## src/rtl/ieb_pkg.sv

```systemverilog
package ieb_pkg;
  localparam int unsigned DATA_W = 32;
  localparam int unsigned ADDR_W = 8;
  localparam logic [ADDR_W-1:0] OFF_PEND = 8'h00;
  localparam logic [ADDR_W-1:0] OFF_ENA  = 8'h04;

  typedef enum logic [1:0] {
    SEL_NONE = 2'd0,
    SEL_PEND = 2'd1,
    SEL_ENA  = 2'd2
  } reg_sel_e;
endpackage

```

## src/rtl/ieb_sync.sv

```systemverilog
module ieb_sync #(
  parameter int unsigned N      = 32,
  parameter int unsigned STAGES = 2
) (
  input  logic         clk_i,
  input  logic         rst_ni,
  input  logic [N-1:0] src_i,
  output logic [N-1:0] edge_o
);
  logic [STAGES-1:0][N-1:0] stage_q;
  logic [N-1:0]             prev_q;

  always_ff @(posedge clk_i or negedge rst_ni) begin
    if (!rst_ni) begin
      stage_q <= '0;
      prev_q  <= '0;
    end else begin
      stage_q[0] <= src_i;
      for (int s = 1; s < STAGES; s++) stage_q[s] <= stage_q[s-1];
      prev_q <= stage_q[STAGES-1];
    end
  end

  assign edge_o = stage_q[STAGES-1] & ~prev_q;

  // a detected edge never lasts two cycles on the same bit
  AST_EDGE_SINGLE: assert property (@(posedge clk_i) disable iff (!rst_ni)
    (edge_o & $past(edge_o)) == '0);
endmodule

```

## src/rtl/ieb_pend.sv

```systemverilog
module ieb_pend #(
  parameter int unsigned N = 32
) (
  input  logic         clk_i,
  input  logic         rst_ni,
  input  logic [N-1:0] edge_i,
  input  logic [N-1:0] keep_i,
  output logic [N-1:0] pend_o
);
  logic [N-1:0] pend_q;

  // edge has priority over clear
  always_ff @(posedge clk_i or negedge rst_ni) begin
    if (!rst_ni) pend_q <= '0;
    else         pend_q <= (pend_q & keep_i) | edge_i;
  end

  assign pend_o = pend_q;

  AST_SET_NEEDS_EDGE: assert property (@(posedge clk_i) disable iff (!rst_ni)
    ((pend_q & ~$past(pend_q)) & ~$past(edge_i)) == '0);
  AST_EDGE_WINS: assert property (@(posedge clk_i) disable iff (!rst_ni)
    ($past(edge_i) & ~pend_q) == '0);
  AST_CLEAR_NEEDS_ZERO: assert property (@(posedge clk_i) disable iff (!rst_ni)
    (($past(pend_q) & ~pend_q) & $past(keep_i)) == '0);
endmodule

```

## src/rtl/ieb_regs.sv

```systemverilog
module ieb_regs
  import ieb_pkg::*;
#(
  parameter int unsigned N = 32
) (
  input  logic              clk_i,
  input  logic              rst_ni,
  input  logic              req_i,
  input  logic              we_i,
  input  logic [ADDR_W-1:0] addr_i,
  input  logic [DATA_W-1:0] wdata_i,
  input  logic [N-1:0]      pend_i,
  output logic [N-1:0]      keep_o,
  output logic [N-1:0]      ena_o,
  output logic [DATA_W-1:0] rdata_o
);
  reg_sel_e          sel;
  logic              wr_ena;
  logic              rd_req;
  logic [N-1:0]      ena_q;
  logic [DATA_W-1:0] rdata_q;
  logic [DATA_W-1:0] rd_mux;

  always_comb begin
    unique case (addr_i)
      OFF_PEND: sel = SEL_PEND;
      OFF_ENA:  sel = SEL_ENA;
      default:  sel = SEL_NONE;
    endcase
  end

  assign wr_ena = req_i && we_i && (sel == SEL_ENA);
  assign rd_req = req_i && !we_i;
  assign keep_o = (req_i && we_i && (sel == SEL_PEND)) ? wdata_i[N-1:0] : '1;

  always_comb begin
    unique case (sel)
      SEL_PEND: rd_mux = DATA_W'(pend_i);
      SEL_ENA:  rd_mux = DATA_W'(ena_q);
      default:  rd_mux = '0;
    endcase
  end

  always_ff @(posedge clk_i or negedge rst_ni) begin
    if (!rst_ni) begin
      ena_q   <= '0;
      rdata_q <= '0;
    end else begin
      if (wr_ena) ena_q <= wdata_i[N-1:0];
      if (rd_req) rdata_q <= rd_mux;
    end
  end

  assign ena_o   = ena_q;
  assign rdata_o = rdata_q;

  AST_ENA_HOLDS: assert property (@(posedge clk_i) disable iff (!rst_ni)
    !(req_i && we_i && addr_i == OFF_ENA) |=> $stable(ena_o));
  AST_RDATA_HOLDS: assert property (@(posedge clk_i) disable iff (!rst_ni)
    !(req_i && !we_i) |=> $stable(rdata_o));
  AST_UNMAPPED_ZERO: assert property (@(posedge clk_i) disable iff (!rst_ni)
    (req_i && !we_i && addr_i != OFF_PEND && addr_i != OFF_ENA) |=> rdata_o == '0);
endmodule

```

## src/rtl/irq_edge_bridge.sv

```systemverilog
module irq_edge_bridge
  import ieb_pkg::*;
#(
  parameter int unsigned NUM_SRC     = 32,
  parameter int unsigned SYNC_STAGES = 2
) (
  input  logic                    clk_i,
  input  logic                    rst_ni,
  input  logic [NUM_SRC-1:0]      src_i,
  input  logic                    req_i,
  input  logic                    we_i,
  input  logic [ieb_pkg::ADDR_W-1:0] addr_i,
  input  logic [ieb_pkg::DATA_W-1:0] wdata_i,
  output logic [ieb_pkg::DATA_W-1:0] rdata_o,
  output logic                    irq_o
);
  logic [NUM_SRC-1:0] edge_vec;
  logic [NUM_SRC-1:0] keep_vec;
  logic [NUM_SRC-1:0] pend_vec;
  logic [NUM_SRC-1:0] ena_vec;
  logic               irq_q;

  initial begin
    AST_PARAM_RANGE: assert (NUM_SRC >= 1 && NUM_SRC <= DATA_W && SYNC_STAGES >= 1);
  end

  ieb_sync #(.N(NUM_SRC), .STAGES(SYNC_STAGES)) u_sync (
    .clk_i (clk_i),
    .rst_ni(rst_ni),
    .src_i (src_i),
    .edge_o(edge_vec)
  );

  ieb_pend #(.N(NUM_SRC)) u_pend (
    .clk_i (clk_i),
    .rst_ni(rst_ni),
    .edge_i(edge_vec),
    .keep_i(keep_vec),
    .pend_o(pend_vec)
  );

  ieb_regs #(.N(NUM_SRC)) u_regs (
    .clk_i  (clk_i),
    .rst_ni (rst_ni),
    .req_i  (req_i),
    .we_i   (we_i),
    .addr_i (addr_i),
    .wdata_i(wdata_i),
    .pend_i (pend_vec),
    .keep_o (keep_vec),
    .ena_o  (ena_vec),
    .rdata_o(rdata_o)
  );

  always_ff @(posedge clk_i or negedge rst_ni) begin
    if (!rst_ni) irq_q <= 1'b0;
    else         irq_q <= |(pend_vec & ena_vec);
  end

  assign irq_o = irq_q;

  AST_IRQ_CAUSED: assert property (@(posedge clk_i) disable iff (!rst_ni)
    irq_o |-> $past(pend_vec & ena_vec) != '0);
  AST_MASKED_QUIET: assert property (@(posedge clk_i) disable iff (!rst_ni)
    ($past(ena_vec) == '0) |-> !irq_o);

  generate
    if (NUM_SRC < DATA_W) begin : g_upper
      AST_UPPER_ZERO: assert property (@(posedge clk_i) disable iff (!rst_ni)
        rdata_o[DATA_W-1:NUM_SRC] == '0);
    end
  endgenerate
endmodule

```

## config.mk

```make
export PLATFORM = sky130hd
export DESIGN_NAME = irq_edge_bridge
export DESIGN_NICKNAME = d
export VERILOG_FILES = /design/src/rtl/ieb_pkg.sv /design/src/rtl/ieb_sync.sv /design/src/rtl/ieb_pend.sv /design/src/rtl/ieb_regs.sv /design/src/rtl/irq_edge_bridge.sv
export SDC_FILE = /design/constraint.sdc
export NUM_CORES = 1
export LEC_CHECK = 0
export BUFFER_PORTS_ARGS = -buffer_cell sky130_fd_sc_hd__buf_2
export CORE_ASPECT_RATIO = 0.7
export CORE_MARGIN = 1.5
export CORE_UTILIZATION = 53
export CTS_BUF_LIST = sky130_fd_sc_hd__clkbuf_4 sky130_fd_sc_hd__clkbuf_8
export CTS_CLUSTER_SIZE = 24
export DETAILED_ROUTE_END_ITERATION = 8
export MAX_ROUTING_LAYER = met4
export PLACE_DENSITY = 0.86
export SKIP_LAST_GASP = 1
export SYNTH_ARGS = -nofsm -noshare
export SYNTH_HDL_FRONTEND = slang
export SYNTH_SLANG_ARGS = --single-unit
```

## constraint.sdc

```tcl
create_clock -name clk_i -period 1.5 [get_ports clk_i]
set_input_delay 0.15 -clock clk_i [delete_from_list [all_inputs] [get_ports clk_i]]
set_output_delay 0.15 -clock clk_i [all_outputs]
set_load 0.05 [all_outputs]
```

[After elaboration in Yosys (flattened, before gate mapping)]
Index checks and enable logic that the tools add are counted.
W data, S select, Z words.
Storage, ports and cells
  register bits: 193
  bits of input ports: 76
  word-level logic and storage cells: 25
Operators by class
  eq/ne operators: 3
  mux-type cells: 3
  bitwise operators: 5
  reductions and logical operators: 7
Operators by type and width (count)
  $and A32 B32 Y32: 3
  $pmux W32 S2: 1
  $mux W32: 1
  $not A32 Y32: 1
  $or A32 B32 Y32: 1
  $reduce_or A32 Y1: 1
  $eq A8 B3 Y1 const B: 1
  $logic_not A8 Y1: 1
  $logic_and A1 B1 Y1: 4
  $pmux W2 S2: 1
  $eq A2 B1 Y1 const B: 1
  $eq A2 B2 Y1 const B: 1
  $logic_not A1 Y1: 1

[Logic depth before layout (Yosys ltp)]
  depth in word-level cells: 7
  gate-level depth with buffers: 9
  mapped depth without buffers: 7

[Hierarchy]
From an unflattened synthesis, not the netlist that was laid out.
Unflattened totals
  cells, all modules: 439
  area, all modules: 6945.4 µm²
Modules (own cells, without submodules)
  ieb_regs: instances 1, cells an instance 225, area each 2879.0 µm², seq. area each 1601.5 µm²
  ieb_sync: instances 1, cells an instance 128, area each 2842.7 µm², seq. area each 2402.3 µm²
  ieb_pend: instances 1, cells an instance 64, area each 1041.0 µm², seq. area each 800.8 µm²
  irq_edge_bridge: instances 1, cells an instance 22, area each 182.7 µm², seq. area each 25.0 µm²

[Worst setup path before layout]
No wires, ideal clock.
  path kind: input-to-reg
  start point: input addr_i[5] (netlist name)
  end point: register u_regs.ena_q[10], in the netlist u_regs.ena_o[10]
  library setup time: 125 ps
  arrival time: 1626 ps
  data required time: 1375 ps
  setup slack: -250 ps
  stages on the path: 7
  buffers on the path: 2
  cell sequence: nor4_1 > nand3_1 > ha_1 > buf_2 > nand3_1 > buf_2 > mux2_2
On the way
  word-level cells in the longest chain between the ends: 4
Ends and longest elaborated chain
  from (decl): RTL line irq_edge_bridge.sv:12  | input logic [ieb_pkg::ADDR_W-1:0] addr_i,
  $eq A8 B3 Y1 / $logic_not A8 Y1 (equally long branches): RTL line ieb_regs.sv:25  | unique case (addr_i)
  $pmux W2 S2 *: RTL line ieb_regs.sv:25
  $eq A2 B2 Y1 *: RTL line ieb_regs.sv:32  | assign wr_ena = req_i && we_i && (sel == SEL_ENA);
  $logic_and A1 B1 Y1 *: RTL line ieb_regs.sv:32
  to (signal assigned): RTL line ieb_regs.sv:49  | if (wr_ena) ena_q <= wdata_i[N-1:0];
  to (decl): RTL line ieb_regs.sv:20  | logic [N-1:0] ena_q;
Mark *: on every way between the ends. The rest lies on a longest branch, timed or not.
A chain may end at the register's enable or synchronous reset.

[Worst setup path in the final report]
  start point: register u_pend.pend_q[21], in the netlist u_pend.pend_o[21]
  end point: register irq_q, in the netlist irq_o
On the way
  word-level cells in the longest chain between the ends: 2
Ends and longest elaborated chain
  from (decl): RTL line ieb_pend.sv:10  | logic [N-1:0] pend_q;
  from (signal assigned): RTL line ieb_pend.sv:15  | else pend_q <= (pend_q & keep_i) | edge_i;
  $and A32 B32 Y32: RTL line irq_edge_bridge.sv:57  | else irq_q <= |(pend_vec & ena_vec);
  $reduce_or A32 Y1: RTL line irq_edge_bridge.sv:57
  to (signal assigned): RTL line irq_edge_bridge.sv:57
  to (decl): RTL line irq_edge_bridge.sv:21  | logic irq_q;
No other way between the ends.

==> summary.md <==
| Metric | Value |
|---|---|
| Outcome | finished clean |
| Cells after Synth | 472 |
| Worst flop-to-flop path endpoint | irq_o |
| Routability Congestion | 0.814 |
| Chip height | 95.6 um |
| RR Startpoint | u_pend.pend_o[21] |
| P&R area growth vs syn | 30.3% |
| Fillcell total | 814 |
| Fin crit share | 0.970 |
| Slew margin rel. | 0.703 |
| DRT iter0 DRCs | 248 |
| Share of layout cells above drive strength 1 | 0.297 |
| Synth cell types | 19 |
| GRT Util Overall | 0.246 |
| Cell Area, Placed | 7370 um^2 |
| Clock skew | 15.0 ps |
| Final Max Tran Viols | 0 |
| GRT Residual Overflow | 0 |
| Number of core rows | 33 |
| Post-synth ARST share | 1.00 |
| Die ar. | 12900 um^2 |
| CTS max path bufs | 2 |
| Crit-path max FO | 3 |
| Most frequent cell after synthesis | dfrtp_1 |
| Area of the multi-input gates | 1500 um^2 |
| Pleak | 3.95 nW |
| Synthesized cell area | 6490 um^2 |
| Sequential area share after synthesis | 0.744 |
| Antenna cell count | 0 |
| Port bufs | 108 |
| Hpwl dp | 9260 um |
| Initial Util | 0.550 |
| Ports | 109 |
| Syn avg cell area | 13.8 um^2 |
| Crit path time final | 1450 ps |
| Hold Vio Cnt, Final | 0 |
| Top-area cell type share of the netlist area | 0.744 |
| Clk pin slew, worst setup/hold paths | 100 ps |
| Critical path origin | u_pend.pend_o[21] |
| Fmax | 0.687 GHz |
| Num CTS Buffers | 17 |
| Post-DR wirelength/cell | 17.0 um |
| Die Span X | 135 um |
| Crit path kind | flop to flop |
| Total wire length | 14200 um |
| Max VDD drop | 1.16 mV |
| H-tree Lvls | 4 |
| Final setup vio count | 0 |
| Design area | 8460 um^2 |
| HP Class | primary input to asynchronous set/reset pin |
| Synth top area cells | dfrtp_1 (74%), a22oi_1 (5.6%), mux2_2 (5.2%) |
| Reg2reg setup slack | 50 ps |
| CTS tree | done |
| CP Launch Type | flop |
| Final #Nets | 739 |
| Data arrival, critical path | 1770 ps |
| Slew @ Worst Pin | 445 ps |
| First-pass GRT wire length | 22900 um |
| Drt pass-1 iters | 5 |
| Total area of sequential cells | 4830 um^2 |
| Post-synth EDFFs | 0 |
| CTS root buf | clkbuf_8 |
| Initial antenna violation count | 0 |
| DRC viols | 0 |
| Fin Hold WS | 221 ps |
| Syn_nets | 550 |
| CP Capture Type | flop |
| Most common library cells after synthesis | dfrtp_1 (193), o21ai_0 (66), a22oi_1 (48), inv_1 (35), nand2_1 (32) |
| R2r worst-path depth | 3 |
| P per Cell Area | 1090 nW/um^2 |
| Final ANT Viol Nets | 0 |
| Vias in the first global route | 4632 |
| Largest area contributor in the netlist | dfrtp_1 |
| CORE AREA | 11800 um^2 |
| # clock sinks | 193 |
| Max Cap Viol | 0 |
| Largest net degree at the start of global routing | 49 |
| Data required, critical path | 1820 ps |
| Synth Flop Type | dfrtp_1 |
| YS warnings | 0 |
| Vias | 4461 |
| Via-to-Cell Ratio | 5.37 |
| Post-synthesis register bit count | 193 |
| Clk Latency, worst-skew pair | 450 ps |
layout by cell type (no fill, tap or decap):
master         synthesis  final
dfrtp_1              193    193
nor4_4                 0      1
mux2_1                 2      2
clkinv_4               0      3
clkbuf_4               0      2
ha_1                   2      2
inv_6                  0      2
inv_1                 35     35
buf_12                 0      6
buf_4                  0     12
clkbuf_8               0     21
nand2_1               32     32
dlygate4sd3_1          0     65
a22oi_1               48     39
or2_4                  1      1
buf_2                  4    107
nor3_1                 1      1
nand3_1                4      3
nand3_4                0      1
or4_1                  1      1
bufinv_16              0      1
nand4_1                4      4
o21ai_1               30     30
clkinvlp_4             0      3
a22oi_2                0      9
o21ai_0               66     66
nand2b_1               1      1
mux2_2                30     30
clkinv_2               0      1
sequential cells by signal (all words and copies together), names as in the netlist:
signal,flops
u_sync.stage_q,64
u_pend.pend_o,32
u_regs.ena_o,32
u_regs.rdata_o,32
u_sync.prev_q,32
irq_o,1
stage by stage:
stage,power [mW],instances,TNS [ps],util,worst slack [ps]
3_5_place_dp,5.96,734,-23070,0.624,-315
3_3_place_gp,5.93,734,-14780,0.624,-188
4_1_cts,9.30,831,0,0.712,0.470
6_report,9.26,831,0,0.716,45.3
2_1_floorplan,5.64,472,-939,-,-32.4
5_1_grt,9.61,831,-11.3,0.716,-11.3
critical path: stages (launching register included):
cell	delay (ps)
dfrtp_1	420
a22oi_2	230
nand4_1	150
or4_1	510
kinds of logic (layout without fill, tap and decap cells):
group | Yosys count | in the layout | share of synthesized area
mux | 32 | 32 | 0.0555
buf+inv | 56 | 258 | 0.0366
fa+ha+maj | 2 | 2 | 0.00385
flops | 193 | 193 | 0.744
compound gates | 144 | 144 | 0.130
simple gates | 45 | 45 | 0.0306
routing by layer:
layer	vias up	global-route usage	wire (um)
li1	2014	-	-
met1	2247	0.320	6200
met2	178	0.387	6820
met3	22	0.0521	919
met4	0	0.0932	216
met5	-	-	0
repair_timing:
| item | CTS | global route |
|---|---|---|
| buffers inserted | 0 | 0 |
| gates resized for setup | 0 | 9 |
| hold endpoints to repair | 137 | 0 |
| endpoints found under the setup margin | 1 | 1 |
| pin swaps | 1 | 4 |
| hold buffers | 65 | 0 |
power by group:
part | leakage (nW) | switching (mW) | internal [mW]
Clock | 0.193 | 1.77 | 1.50
Sequential | 2.30 | 0.0727 | 5.36
Combinational | 1.45 | 0.281 | 0.270
cell type report:
cell class / count / area share
Clock buffer: 22 / 0.0343
Clock inverter: 10 / 0.0120
Inverter: 35 / 0.0155
Multi-Input combinational cell: 223 / 0.177
Sequential cell: 193 / 0.571
Tap cell: 157 / 0.0232
Timing Repair Buffer: 191 / 0.167
worst max-delay path by stage:
stage,cells past startpoint,slack (ps),to
after floorplan,7,-30,u_regs.ena_o[10]
after global placement,8,-190,u_regs.rdata_o[31]
after detailed placement,8,-320,u_regs.rdata_o[0]
after CTS,3,0.5,irq_o
after global routing,3,-10,irq_o
final,3,50,irq_o
(Power assumes the default switching activity.)
